<file path="src/rtl/qload_pkg.sv">
package qload_pkg;
   typedef enum logic [2:0] {
      EXC_NONE    = 3'd0,
      EXC_ILLEGAL = 3'd1,
      EXC_PRIV    = 3'd2,
      EXC_ALIGN   = 3'd3,
      EXC_ACCESS  = 3'd4
   } exc_e;

   localparam logic [1:0] OP_MEMORY = 2'b11;
   localparam logic [5:0] OP3_LDDA  = 6'b010011;
   localparam int         ASI_W     = 8;
   localparam int         RIDX_W    = 5;
   localparam int         SIMM_W    = 13;
   localparam int         LINE_B    = 16;
endpackage

</file>
<file path="src/rtl/qload_decode.sv">
module qload_decode
   import qload_pkg::*;
#(
   parameter int                XLEN   = 64,
   parameter int                ADDR_W = 64,
   parameter logic [ASI_W-1:0]  ASI_BE = 8'h34,
   parameter logic [ASI_W-1:0]  ASI_LE = 8'h3C
) (
   input  logic [31:0]       instr,
   input  logic [XLEN-1:0]   rs1_val,
   input  logic [XLEN-1:0]   rs2_val,
   input  logic [ASI_W-1:0]  asi_reg,
   input  logic              priv_mode,
   input  logic              tgt_cacheable,
   output logic              claim,
   output logic              little,
   output exc_e              exc,
   output logic [RIDX_W-1:0] rd,
   output logic [ADDR_W-1:0] addr
);
   localparam int ALIGN_B = $clog2(LINE_B);

   logic              imm_mode;
   logic [ASI_W-1:0]  asi_sel;
   logic [XLEN-1:0]   offset;
   logic [XLEN-1:0]   ea;
   logic              unused_fields;

   assign imm_mode = instr[13];
   assign rd       = instr[29:25];

   // ASI source follows the i flag
   assign asi_sel  = imm_mode ? asi_reg : instr[12:5];
   assign little   = (asi_sel == ASI_LE);
   // claim only memory-format words carrying a quadword ASI
   assign claim    = (instr[31:30] == OP_MEMORY) &&
                     ((asi_sel == ASI_BE) || (asi_sel == ASI_LE));

   // register or sign-extended immediate offset
   assign offset = imm_mode ? {{(XLEN-SIMM_W){instr[SIMM_W-1]}}, instr[SIMM_W-1:0]}
                            : rs2_val;
   assign ea     = rs1_val + offset;

   generate
      if (ADDR_W == XLEN) begin : g_addr_full
         assign addr = ea;
      end else begin : g_addr_trunc
         logic [XLEN-ADDR_W-1:0] unused_hi;
         assign unused_hi = ea[XLEN-1:ADDR_W];
         assign addr      = ea[ADDR_W-1:0];
      end
   endgenerate

   // fixed priority of the trap checks
   always_comb begin
      exc = EXC_NONE;
      if (instr[24:19] != OP3_LDDA)     exc = EXC_ACCESS;
      else if (instr[25])               exc = EXC_ILLEGAL;
      else if (!priv_mode)              exc = EXC_PRIV;
      else if (|ea[ALIGN_B-1:0])        exc = EXC_ALIGN;
      else if (!tgt_cacheable)          exc = EXC_ACCESS;
   end

   assign unused_fields = ^{instr[18:14], instr[4:0]};
endmodule

</file>
<file path="src/rtl/qload_half_fmt.sv">
module qload_half_fmt #(
   parameter int W = 64
) (
   input  logic         little,
   input  logic [W-1:0] din,
   output logic [W-1:0] dout
);
   localparam int NB = W / 8;

   logic [W-1:0] swapped;

   // mirror byte lanes within the half
   generate
      for (genvar b = 0; b < NB; b++) begin : g_lane
         assign swapped[8*b +: 8] = din[W-8-8*b +: 8];
      end
   endgenerate

   assign dout = little ? swapped : din;
endmodule

</file>
<file path="src/rtl/qload_unit.sv">
module qload_unit
   import qload_pkg::*;
#(
   parameter int               XLEN   = 64,
   parameter int               ADDR_W = 64,
   parameter logic [7:0]       ASI_BE = 8'h34,
   parameter logic [7:0]       ASI_LE = 8'h3C
) (
   input  logic              clk,
   input  logic              rst_n,
   input  logic              issue_valid,
   input  logic [31:0]       instr_word,
   input  logic [XLEN-1:0]   rs1_val,
   input  logic [XLEN-1:0]   rs2_val,
   input  logic [7:0]        asi_reg,
   input  logic              priv_mode,
   input  logic              tgt_cacheable,
   output logic              busy,
   output logic              mem_req,
   output logic [ADDR_W-1:0] mem_addr,
   input  logic              mem_ack,
   input  logic [2*XLEN-1:0] mem_rdata,
   output logic              wr_even_en,
   output logic [4:0]        wr_even_idx,
   output logic [XLEN-1:0]   wr_even_data,
   output logic              wr_odd_en,
   output logic [4:0]        wr_odd_idx,
   output logic [XLEN-1:0]   wr_odd_data,
   output logic              done,
   output logic [2:0]        exc_code
);
   localparam int LINE_W = 2 * XLEN;

   generate
      if (XLEN % 8 != 0) begin : g_bad_xlen
         $error("XLEN must be a whole number of bytes");
      end
      if (ADDR_W < 4 || ADDR_W > XLEN) begin : g_bad_addr
         $error("ADDR_W must lie between 4 and XLEN");
      end
      if (ASI_BE == ASI_LE) begin : g_bad_asi
         $error("the two quadword ASIs must differ");
      end
   endgenerate

   typedef enum logic [1:0] {S_IDLE, S_REQ, S_FIN} state_e;

   state_e            state;
   logic              dec_claim, dec_little;
   exc_e              dec_exc, exc_q;
   logic [4:0]        dec_rd, rd_q;
   logic [ADDR_W-1:0] dec_addr, addr_q;
   logic              little_q;
   logic [XLEN-1:0]   even_q, odd_q;
   logic [XLEN-1:0]   fmt_half [2];
   logic              accept;

   qload_decode #(
      .XLEN(XLEN), .ADDR_W(ADDR_W), .ASI_BE(ASI_BE), .ASI_LE(ASI_LE)
   ) u_decode (
      .instr(instr_word), .rs1_val(rs1_val), .rs2_val(rs2_val),
      .asi_reg(asi_reg), .priv_mode(priv_mode), .tgt_cacheable(tgt_cacheable),
      .claim(dec_claim), .little(dec_little), .exc(dec_exc),
      .rd(dec_rd), .addr(dec_addr)
   );

   // half 0 is the lower-address doubleword in the upper lanes
   generate
      for (genvar h = 0; h < 2; h++) begin : g_half
         qload_half_fmt #(.W(XLEN)) u_fmt (
            .little(little_q),
            .din(mem_rdata[LINE_W-1-h*XLEN -: XLEN]),
            .dout(fmt_half[h])
         );
      end
   endgenerate

   // offers are only taken while idle
   assign accept = issue_valid && (state == S_IDLE) && dec_claim;

   always_ff @(posedge clk) begin
      if (!rst_n) begin
         state    <= S_IDLE;
         exc_q    <= EXC_NONE;
         rd_q     <= '0;
         addr_q   <= '0;
         little_q <= 1'b0;
         even_q   <= '0;
         odd_q    <= '0;
      end else begin
         case (state)
            S_IDLE: if (accept) begin
               exc_q    <= dec_exc;
               rd_q     <= dec_rd;
               addr_q   <= dec_addr;
               little_q <= dec_little;
               state    <= (dec_exc == EXC_NONE) ? S_REQ : S_FIN;
            end
            S_REQ: if (mem_ack) begin
               even_q <= fmt_half[0];
               odd_q  <= fmt_half[1];
               state  <= S_FIN;
            end
            default: state <= S_IDLE;
         endcase
      end
   end

   assign busy         = (state != S_IDLE);
   assign mem_req      = (state == S_REQ);
   assign mem_addr     = addr_q;
   assign done         = (state == S_FIN);
   assign exc_code     = done ? 3'(exc_q) : 3'd0;
   assign wr_even_en   = done && (exc_q == EXC_NONE);
   assign wr_odd_en    = done && (exc_q == EXC_NONE);
   assign wr_even_idx  = rd_q;
   assign wr_odd_idx   = {rd_q[4:1], 1'b1};
   assign wr_even_data = even_q;
   assign wr_odd_data  = odd_q;

   p_req_hold_r11: assert property (@(posedge clk) disable iff (!rst_n)
      mem_req && !mem_ack |=> mem_req && $stable(mem_addr));
   p_write_after_ack_r11: assert property (@(posedge clk) disable iff (!rst_n)
      wr_even_en |-> $past(mem_req && mem_ack));
   p_pair_same_cycle_r6: assert property (@(posedge clk) disable iff (!rst_n)
      wr_even_en |-> wr_odd_en && !wr_even_idx[0] && (wr_odd_idx == 5'(wr_even_idx + 5'd1)));
   p_done_pulse_r12: assert property (@(posedge clk) disable iff (!rst_n)
      done |=> !done);
   p_exc_no_write_r12: assert property (@(posedge clk) disable iff (!rst_n)
      done && (exc_code != 3'd0) |-> !wr_even_en && !wr_odd_en);
   p_aligned_req_r7: assert property (@(posedge clk) disable iff (!rst_n)
      mem_req |-> (mem_addr[3:0] == 4'd0));
   p_busy_after_claim_r12: assert property (@(posedge clk) disable iff (!rst_n)
      accept |=> busy);
endmodule

</file>
<file path="config.mk">
export PLATFORM = sky130hd
export DESIGN_NAME = qload_unit
export DESIGN_NICKNAME = d
export VERILOG_FILES = /design/src/rtl/qload_pkg.sv /design/src/rtl/qload_decode.sv /design/src/rtl/qload_half_fmt.sv /design/src/rtl/qload_unit.sv
export SDC_FILE = /design/constraint.sdc
export NUM_CORES = 1
export LEC_CHECK = 0
export CORE_AREA = 2 2 196 198
export CTS_BUF_LIST = sky130_fd_sc_hd__clkbuf_8
export DETAILED_ROUTE_END_ITERATION = 8
export DIE_AREA = 0 0 198 200
export DONT_BUFFER_PORTS = 1
export PLACE_DENSITY_LB_ADDON = 0.25
export SYNTH_ARGS = -nofsm -noshare
export SYNTH_HDL_FRONTEND = slang
export SYNTH_SLANG_ARGS = --single-unit
</file>
<file path="constraint.sdc">
create_clock -name clk -period 14.64 [get_ports clk]
set_clock_uncertainty 0.15 [all_clocks]
set_input_delay 2.928 -clock clk [delete_from_list [all_inputs] [get_ports clk]]
set_output_delay 2.928 -clock clk [all_outputs]
set_load 0.01 [all_outputs]
</file>
======== Word-level counts from Yosys, hierarchy flattened ========
Cells that the tools add are included.
cells by class
  $add $sub $neg .......................... 1
  multiply operators ...................... 0
  div/mod/pow operators ................... 0
  $lt $le $gt $ge ......................... 0
  eq/ne operators ......................... 8
  shifts and indexed selects .............. 0
  muxes and demuxes ....................... 14
  bitwise gates (word level) .............. 0
  reduce and logical (&&, ||, !) cells .... 13
operators by type and width
  operator              count
  $mux W64              3
  $add A64 B64 Y64      1
  $mux W3               6
  $eq A8 B6 Y1 const B  2
  $mux W8               1
  $logic_not A3 Y1      2
  $mux W2               3
  $ne A6 B5 Y1 const B  1
  $reduce_and A2 Y1     3
  $eq A2 B2 Y1 const B  2
  $logic_and A1 B1 Y1   4
  $pmux W2 S2           1
  $reduce_or A4 Y1      1
  $eq A2 B1 Y1 const B  1
  $logic_not A2 Y1      1
  $ne A2 B1 Y1 const B  1
  $ne A2 B2 Y1 const B  1
  $reduce_bool A2 Y1    1
  $logic_or A1 B1 Y1    1
storage, ports and cells
  flip-flop bits (word level) ............. 203
  latch bits .............................. 0
  memory bits (writable) .................. 0
  memory bits (read-only) ................. 0
  bits of input ports ..................... 302
  output and inout port bits .............. 210
  word-level logic and storage cells ...... 43
  memories kept ........................... 0

======== Depth between registers and ports, before layout ========
Gate-level depths: netlist (run 1).
  depth after elaboration ................. 11
  mapped depth ............................ 17
  gate-level depth less buffers ........... 13

======== Cells and area by module ========
Synthesis (run 1) repeated with hierarchy kept, for this count alone.
unflattened totals
  cell total of the unflattened synthesis .. 1767
  area, all modules ....................... 14996.9 um^2
modules (own cells, without submodules)
  module          instances  cells an instance  area each (um^2)  seq. area each (um^2)
  qload_unit      1          896                8205.4            4063.9
  qload_decode    1          729                4636.9            0.0
  qload_half_fmt  2          71                 1077.3            0.0

======== Worst setup path before layout (run 1) ========
Ideal clock, no wire load.
  path type ............................... input to register
  start point ............................. input port instr_word[13]
  end point ............................... register addr_q[60], in the netlist mem_addr[60]
  setup time .............................. 0.062 ns
  data arrival time ....................... 6.626 ns
  data required time ...................... 14.428 ns
  setup slack ............................. 7.802 ns
  cell stages on the path ................. 15
  buffers on the path ..................... 3
  path through ............................ clkbuf_1 clkbuf_1 buf_1 mux2_2 ha_1 nand4_1 nor3_1 a21oi_1 a211oi_1 o211ai_1 a311oi_2 o22ai_1 or4_4 a211o_1 nand3_1
on the way
  longest elaborated chain between the ends .. 6
  elaborated cells between the ends (all ways) .. 9
  classes of those cells .................. 1 x add/sub; 2 x eq/ne; 2 x mux; 4 x reduce/logical
ends and longest elaborated chain
  element                                                   line              RTL
  from (decl)                                               qload_unit.sv:12  input logic [31:0] instr_word,
  branches (longest 6 deep; another with $add A64 B64 Y64)  -
  to (signal assigned)                                      qload_unit.sv:95  addr_q <= dec_addr;
  to (decl)                                                 qload_unit.sv:52  logic [ADDR_W-1:0] dec_addr, addr_q;
Several ways; the timed one is not identified.
A chain may end at the register's enable or synchronous reset.

======== Final worst setup path (run 1) ========
  start point ............................. input port instr_word[13]
  end point ............................... register addr_q[61], in the netlist mem_addr[61]
The elaborated chain is that of the path after synthesis.

==> flow_summary.yaml, run 1 <==
outcome:
  status: "complete, no violations"
critical_path:
  r2r_cells: 6
  r2r_slack_ns: 10.71
  crit_fanout: 70
  worst_ep_required_time_ns: 14.90
  arrival_ns: 6.93
  criticalPathCategory: "input pin to flop"
  cp-start-kind: "input pin"
  end_kind: "flop"
clock_tree:
  cts_hold_buf: 0
  cts_root_buffer: "clkbuf_8"
  htree_levels: 2
  numCtsBuffers: 39
  post_cts_resized: 0
  cts_buffer_depth: 3
  clkTransAtPathRegs_ns: 0.06
  cts_tree: "built"
  postCtsSetupBuffers: 0
  clkLatencyLatePin_ns: 0.58
  cts_sinks: 203
logic_synthesis:
  yosysTopAreaCell: "dfxtp_1"
  syn_inst: 1608
  synthFlopType: "dfxtp_1"
  async_reset_ff_frac: 0
  yosys.area_share.simple: 0.158
  synthAdderAreaFrac: 0.0617
  seq_area_frac_synth: 0.310
  synth_top_family_by_area: "compound AO/OA/AOI/OAI gates"
  synth_compound_area_frac: 0.258
  syn_nets: 1974
  yosysUniqueCellTypes: 61
  synth-seq-cells: 203
  yosysWarnings: 0
  syn_area_mm2: 0.0131
  syn_avg_cell_area_um2: 8.14
  synth_enable_flop_cells: 0
  synth_area_leaders: "dfxtp_1 (31%), mux2i_1 (10%), o211a_1 (9.9%)"
  synth_mux_area_frac: 0.110
  synth.top_cell.area_share: 0.310
  synth_xor_area_frac: 0.0368
placed_design:
  hpwl_um: 33900
  gp_congestion: 0.906
  portBuffers: 0
cells_and_area:
  final_cell_mix: "nand2_1 (269), dfxtp_1 (202), o21ai_0 (140), mux2i_1 (131), o211a_1 (129)"
  drive_above_1_share: 0.0609
  final_common_cell: "nand2_1"
  nets: 1897
  syn_to_final_growth_pct: 7.92
  antennaDiodeCount: 0
die:
  die_width_um: 198
  fp-row-count: 71
  initial_utilization: 0.350
  dieArea_mm2: 0.0396
  dieHeight_um: 200
  core_mm2: 0.0374
  ioPinCount: 512
power:
  ir_drop_uv: 55.0
  power_frac_seq: 0.388
  power_density_mw_per_mm2: 101
  clockPowerShare: 0.432
  p_int_mw: 1.00
  p_total_mw: 1.42
  p_sw_mw: 0.424
  swShare: 0.297
  combPwrFrac: 0.180
  p_leak_nw: 6.67
timing:
  tns_ns: 0
  fmax_mhz: 150
  grt_setup_unrepaired: "no"
  relSlewSlack: 0.288
  slew_violations: 0
  finalCritPeriodShare: 0.456
  hold_violations: 0
  setup_viol: 0
  worst_slew_pin_slew_ns: 1.04
  fin_crit_ns: 6.67
grt:
  antenna_found_initial: 0
  grt_max_degree: 190
  grt_pass1_wl_um: 64300
  gr-total-overflow: 0
  grtUsageTotal: 0.210
  grt_pass1_vias: 10800
job:
  drv_cap: 0
routing:
  vias_per_cell: 5.56
  vias: 11500
  wl_um: 44600
  drcViolationCount: 0
  first_iter_violations: 719
  wire_per_inst_um: 21.5
  antenna_left: 0
  dr.pass1.iters: 5
hold_path:
  min_path_type: "flop to flop"
  whs_path_depth: 1
-- layer usage --
metal	wire length (µm)	GRT usage	up-vias
met5	0	0	-
met4	1130	0.0730	0
met3	4060	0.0731	70
met2	20900	0.343	449
met1	18500	0.258	5429
li1	-	-	5561
-- sequential cells by signal (all words and copies together) (netlist names) --
register      flops
wr_odd_data      64
mem_addr         64
little_q          1
wr_even_data     64
wr_even_idx       5
exc_q             3
state             2
-- worst paths after layout --
kind,end,startpoint
hold reg to reg,state[1]$_SDFFE_PN0P_,state[1]$_SDFFE_PN0P_
hold / removal,state[1]$_SDFFE_PN0P_,state[1]$_SDFFE_PN0P_
setup / recovery,mem_addr[61]$_SDFFE_PN0P_,instr_word[13]
setup reg to reg,wr_even_data[20]$_SDFFE_PN0P_,state[0]$_SDFFE_PN0P_
-- stage by stage --
stage | hold slack [ns] | cells | instance area, µm² | utilization | worst slack (ns)
floorplan | 0.286 | 1608 | 13100 | - | 7.80
global route | 0.335 | 2071 | 14100 | 0.378 | 7.82
detailed placement | 0.315 | 2001 | 13300 | 0.355 | 7.55
finish | 0.325 | 2071 | 14100 | 0.378 | 7.97
global placement | 0.300 | 2001 | 13300 | 0.355 | 7.60
CTS | 0.326 | 2071 | 14100 | 0.378 | 8.18
-- layout make-up --
type / count / area (µm²)
well taps: 511 / 639
clock inverters: 19 / 139
multi-input cells: 1196 / 8200
repair buffers: 11 / 82.6
inverters: 80 / 300
flip-flops and latches: 203 / 4070
clock buffers: 51 / 702
fillers: 3911 / 23300
-- synth_stat cells, drive strengths merged, types with 3 or more instances --
master,number
nand2,269
dfxtp,203
nor4,4
a21oi,85
inv,80
o21ai,140
and2,31
o211ai,9
a21o,20
o211a,129
nand4,28
o31ai,4
a31oi,5
nor2,46
ha,63
o221ai,4
o21a,8
nand2b,3
buf,28
and3,3
nor2b,11
nor3b,8
a211o,3
nor3,21
a21boi,22
nand3,17
mux2,12
or3,6
o22ai,4
clkbuf,101
xnor2,35
a211oi,11
xor2,20
nor4b,3
mux2i,131
o21bai,14
-- power by group through the flow --
stage | logic [mW] | registers, mW | clock network [mW]
2_1_floorplan | 0.206 | 0.565 | 0
3_3_place_gp | 0.251 | 0.565 | 0
3_5_place_dp | 0.252 | 0.565 | 0
4_1_cts | 0.253 | 0.553 | 0.639
5_1_grt | 0.284 | 0.552 | 0.660
6_report | 0.256 | 0.553 | 0.616
-- worst max-delay path, cell delays in order --
cell,delay [ns]
nand2_1,0.05
buf_4,0.38
o21ai_0,0.19
ha_1,0.46
nand2_1,0.17
or3_1,0.39
a2111oi_0,0.88
buf_4,0.25
nor3b_1,0.08
o211ai_1,0.38
a31oi_1,0.24
o21ai_0,0.29
xnor2_1,0.14
o21ai_0,0.08
-- cells by family (layout without fill, tap and decap cells) --
logic type / count (synthesis) / after routing
AOI/OAI and AO/OA: 476 / 476
and+or+nand+nor: 457 / 457
buffers and inverters: 209 / 161
DFF: 203 / 203
muxes: 143 / 143
adders and majority gates: 64 / 64
xor gates and xnor gates: 55 / 55
other: 1 / 1
Power figures use the tool's default switching activity.
==> run 2: changes to the inputs <==
clock period = 5.6 ns   (was 14.64 ns; I/O delays follow)
==> run 2 against run 1 <==
Effect of this change: hold slack got worse by 0.0011 ns; die area unchanged; final area increased by 0.26%; critical path type unchanged; via count increased by 0.12%; highest routed layer is now met5; sequential power increased to 2.6 times the previous value.
==> flow_summary.yaml, run 2 (synthesized netlist as in run 1, its figures left out) <==
outcome:
  status: "complete, no violations"
clock_tree:
  cts_tree: "built"
  cts_buffer_depth: 3
  cts_hold_buf: 0
  cts_root_buffer: "clkbuf_8"
  cts_sinks: 203
  htree_levels: 2
  numCtsBuffers: 40
  clkTransAtPathRegs_ns: 0.06
  postCtsSetupBuffers: 0
  clkLatencyLatePin_ns: 0.59
  post_cts_resized: 0
timing:
  fmax_mhz: 202
  relSlewSlack: 0.157
  worst_slew_pin_slew_ns: 1.23
  hold_violations: 0
  slew_violations: 0
  grt_setup_unrepaired: "no"
  fin_crit_ns: 4.96
  tns_ns: 0
  timing.final.ws_setup_ns: 0.640
  setup_viol: 0
  finalCritPeriodShare: 0.886
  whs_ns: 0.324
cells_and_area:
  fin_cells: 2073
  nets: 1901
  final_cell_mix: "nand2_1 (269), dfxtp_1 (202), o21ai_0 (140), mux2i_1 (131), o211a_1 (129)"
  final_common_cell: "nand2_1"
  postLayoutCellArea_mm2: 0.0142
  syn_to_final_growth_pct: 8.20
  antennaDiodeCount: 0
  drive_above_1_share: 0.0602
placed_design:
  dp_cells: 2004
  hpwl_um: 33700
  portBuffers: 0
  dp_worst_setup_slack_ns: 0.122
  placed_area_mm2: 0.0133
  gp_congestion: 0.896
critical_path:
  criticalPathCategory: "input pin to flop"
  cp-start-kind: "input pin"
  arrival_ns: 5.25
  critical_path.startpoint: "instr_word[13]"
  worst_ep_required_time_ns: 5.89
  crit_fanout: 70
  reg2reg_from: "state[1]$_SDFFE_PN0P_"
  end_kind: "flop"
routing:
  first_iter_violations: 647
  vias: 11500
  drcViolationCount: 0
  wire_per_inst_um: 21.3
  wl_um: 44200
  antenna_left: 0
  vias_per_cell: 5.56
  dr.pass1.iters: 5
grt:
  grtUsageTotal: 0.209
  antenna_found_initial: 1
  gr-total-overflow: 0
  grt_pass1_wl_um: 63900
  grt_pass1_vias: 10700
  grt_max_degree: 190
die:
  ioPinCount: 512
  dieArea_mm2: 0.0396
  die_width_um: 198
  core_mm2: 0.0374
  dieHeight_um: 200
  initial_utilization: 0.350
  fp-row-count: 71
power:
  ir_drop_uv: 146
  power_frac_seq: 0.389
  clockPowerShare: 0.430
  power_density_mw_per_mm2: 262
  p_leak_nw: 6.69
  p_int_mw: 2.60
  p_sw_mw: 1.11
  combPwrFrac: 0.180
  swShare: 0.299
hold_path:
  min_path_type: "flop to flop"
  hold_start: "state[1]$_SDFFE_PN0P_"
job:
  drv_cap: 0
[run 2: critical path: stages]
cell	delay (ns)
nand2_1	0.04
buf_4	0.39
o21ai_0	0.20
ha_1	0.45
nand2_1	0.17
or3_1	0.39
a2111oi_0	1.03
buf_4	0.26
nor3b_1	0.07
o211ai_1	0.34
a31oi_1	0.24
o21ai_0	0.26
xnor2_1	0.18
o21ai_0	0.10
[run 2: through the flow]
| step | util | total power [mW] |
|---|---|---|
| 6_report | 0.379 | 3.71 |
| 3_3_place_gp | 0.357 | 2.14 |
| 2_1_floorplan | - | 2.02 |
| 5_1_grt | 0.379 | 3.90 |
| 3_5_place_dp | 0.357 | 2.14 |
| 4_1_cts | 0.379 | 3.78 |
[run 2: final cells by class]
| cell class | instances | area (µm²) |
|---|---|---|
| clock buffer | 46 | 633 |
| inverter | 80 | 300 |
| tap | 511 | 639 |
| clock inverter | 23 | 196 |
| sequential | 203 | 4070 |
| timing repair buffer | 14 | 130 |
| multi-input combinational | 1196 | 8200 |
| fill | 3903 | 23200 |
[run 2: per-layer routing]
layer | vias up | GRT usage | routed length, µm
met5 | - | 0 | 13
met4 | 2 | 0.0549 | 894
met3 | 63 | 0.0743 | 4010
met2 | 436 | 0.344 | 20900
met1 | 5442 | 0.260 | 18400
li1 | 5580 | - | -
[run 2: power by group through the flow]
stage | clock (mW) | sequential, mW | combinational, mW
5_1_grt | 1.71 | 1.44 | 0.745
2_1_floorplan | 0 | 1.48 | 0.539
4_1_cts | 1.66 | 1.45 | 0.666
3_3_place_gp | 0 | 1.48 | 0.660
3_5_place_dp | 0 | 1.48 | 0.661
6_report | 1.60 | 1.45 | 0.670
[run 2: worst paths after layout]
kind                                                   to  slack, ns  cells after the start
worst max-delay path            mem_addr[61]$_SDFFE_PN0P_       0.64                     14
worst min-delay path                state[1]$_SDFFE_PN0P_       0.32                      1
worst max register to register   mem_addr[5]$_SDFFE_PN0P_       2.51                      6
worst min register to register      state[1]$_SDFFE_PN0P_       0.32                      1
==> run 3: changes to the inputs <==
ABC_AREA = 1   (was unset)
CORE_AREA = 2 2 201 203   (was 2 2 196 198)
DIE_AREA = 0 0 203 205   (was 0 0 198 200)
==> run 3 against run 2 <==
Effect of this change: clock power down 14%; first-iteration DRC count up 91%; hold slack better by 0.020 ns; combinational power up 30%; sequential cell count unchanged; non-clock buffer count down 3; largest power group is now registers; setup slack better by 1.4 ns; final area up 16%; critical path depth up 1; die area up 5.1%.
==> flow_summary.yaml, run 3 <==
clock_tree:
  cts_hold_buf: 0
  clkTransAtPathRegs_ns: 0.06
  post_cts_resized: 0
  cts_buffer_depth: 3
  postCtsSetupBuffers: 0
  clkLatencyLatePin_ns: 0.51
  numCtsBuffers: 37
  cts_tree: "built"
  cts_root_buffer: "clkbuf_8"
  cts_sinks: 203
  htree_levels: 2
timing:
  relSlewSlack: 0.328
  setup_viol: 0
  grt_setup_unrepaired: "no"
  finalCritPeriodShare: 0.627
  hold_violations: 0
  fmax_mhz: 285
  slew_violations: 0
  tns_ns: 0
  worst_slew_pin_slew_ns: 0.999
  fin_crit_ns: 3.51
  whs_ns: 0.344
critical_path:
  r2r_cells: 10
  crit_fanout: 52
  r2r-end: "mem_addr[62]$_SDFFE_PN0P_"
  criticalPathCategory: "input pin to flop"
  end_kind: "flop"
  cp-start-kind: "input pin"
  worst_ep_required_time_ns: 5.85
  r2r_slack_ns: 2.62
  arrival_ns: 3.76
  reg2reg_from: "state[0]$_SDFFE_PN0P_"
die:
  dieArea_mm2: 0.0416
  fp-row-count: 73
  core_mm2: 0.0394
  initial_utilization: 0.393
  die_width_um: 203
  ioPinCount: 512
  dieHeight_um: 205
logic_synthesis:
  yosysTopAreaCell: "dfxtp_1"
  synth_enable_flop_cells: 0
  seq_area_frac_synth: 0.263
  yosysMostFrequentCell: "nand2_1"
  async_reset_ff_frac: 0
  synth.top_cell.area_share: 0.263
  synth-seq-cells: 203
  yosysUniqueCellTypes: 38
  synthTopCellsByCount: "nand2_1 (1031), inv_1 (459), nor2_1 (242), dfxtp_1 (203), nand3_1 (201)"
  yosysWarnings: 0
  syn_nets: 3146
  synth_area_leaders: "dfxtp_1 (26%), nand2_1 (25%), inv_1 (11%)"
  synthFlopType: "dfxtp_1"
  syn_avg_cell_area_um2: 5.56
  syn_inst: 2780
  syn_area_mm2: 0.0155
cells_and_area:
  final_common_cell: "nand2_1"
  nets: 3071
  multi_input_area_mm2: 0.00912
  regArea_mm2: 0.00407
  fillers: 4424
  drive_above_1_share: 0.0312
  antennaDiodeCount: 0
  final_cell_mix: "nand2_1 (1030), inv_1 (470), nor2_1 (241), dfxtp_1 (202), nand3_1 (201)"
  syn_to_final_growth_pct: 5.87
grt:
  gr-total-overflow: 0
  grtUsageTotal: 0.253
  antenna_found_initial: 0
  grt_max_degree: 131
  grt_pass1_vias: 15200
  grt_pass1_wl_um: 83400
routing:
  vias: 16500
  wl_um: 55300
  wire_per_inst_um: 17.0
  antenna_left: 0
  first_iter_violations: 1237
  dr.pass1.iters: 7
  vias_per_cell: 5.06
  drcViolationCount: 0
hold_path:
  min_path_type: "flop to flop"
  whs_endpoint: "exc_q[0]$_SDFFE_PN0P_"
  whs_path_depth: 2
  hold_start: "exc_q[0]$_SDFFE_PN0P_"
power:
  power_density_mw_per_mm2: 226
  p_total_mw: 3.70
  ir_drop_uv: 130
  p_leak_nw: 8.59
placed_design:
  gp_congestion: 0.943
  hpwl_um: 43500
  portBuffers: 0
job:
  drv_cap: 0
outcome:
  status: "complete, no violations"
run 3: area by class of cell:
type | count | share of cell area
Multi-Input combinational cell | 1988 | 0.557
Clock inverter | 18 | 0.00810
Tap cell | 525 | 0.0401
Timing Repair Buffer | 11 | 0.00504
Inverter | 464 | 0.107
Clock buffer | 41 | 0.0345
Sequential cell | 203 | 0.248
run 3: layer usage:
metal | vias to the layer above | wire, µm | global-route usage
met5 | - | 0 | 0
met4 | 0 | 2950 | 0.132
met2 | 640 | 25700 | 0.433
li1 | 8370 | - | -
met3 | 134 | 4140 | 0.0472
met1 | 7315 | 22500 | 0.301
run 3: worst max-delay path, cell delays in order:
cell and delay, ns:
nand2_1 0.05, buf_4 0.43, nand2_1 0.12, ha_1 0.43, nand2_1 0.13, nor2_1 0.14, inv_1 0.09, nor3_1 0.40
nand3_1 0.14, nand2_1 0.21, nand2_1 0.10, nand3_1 0.08, nand3_1 0.13, nand2_1 0.11, inv_1 0.04
run 3: cell families after synthesis:
family	count (synthesis)	synth area share
buf+inv	589	0.148
compound gates	372	0.123
mux	1	0.000647
xor+xnor	31	0.0176
flops	203	0.263
fa+ha+maj	64	0.0522
simple gates	1519	0.395
other cells	1	0.000242
run 3: worst max-delay path by stage:
stage                                            to      startpoint  cells past startpoint
after floorplan               state[1]$_SDFFE_PN0P_  instr_word[13]                     17
after global placement    mem_addr[58]$_SDFFE_PN0P_  instr_word[12]                     15
after detailed placement  mem_addr[58]$_SDFFE_PN0P_  instr_word[12]                     15
after CTS                 mem_addr[58]$_SDFFE_PN0P_  instr_word[12]                     15
after global routing      mem_addr[42]$_SDFFE_PN0P_  instr_word[12]                     15
final                     mem_addr[42]$_SDFFE_PN0P_  instr_word[12]                     15
run 3: power by group:
part	switching, mW	leakage, nW	internal [mW]
clock network	0.624	0.391	0.758
logic	0.599	6.56	0.271
registers	0.00161	1.63	1.44
total	1.22	8.59	2.47
run 3: through the flow:
stage / worst slack (ns) / instance area (µm²) / instances / utilization
2_1_floorplan: 2.12 / 15500 / 2780 / -
3_3_place_gp: 1.61 / 15700 / 3191 / 0.398
3_5_place_dp: 1.56 / 15700 / 3191 / 0.398
4_1_cts: 2.12 / 16400 / 3250 / 0.416
5_1_grt: 1.80 / 16400 / 3250 / 0.416
6_report: 2.09 / 16400 / 3250 / 0.416
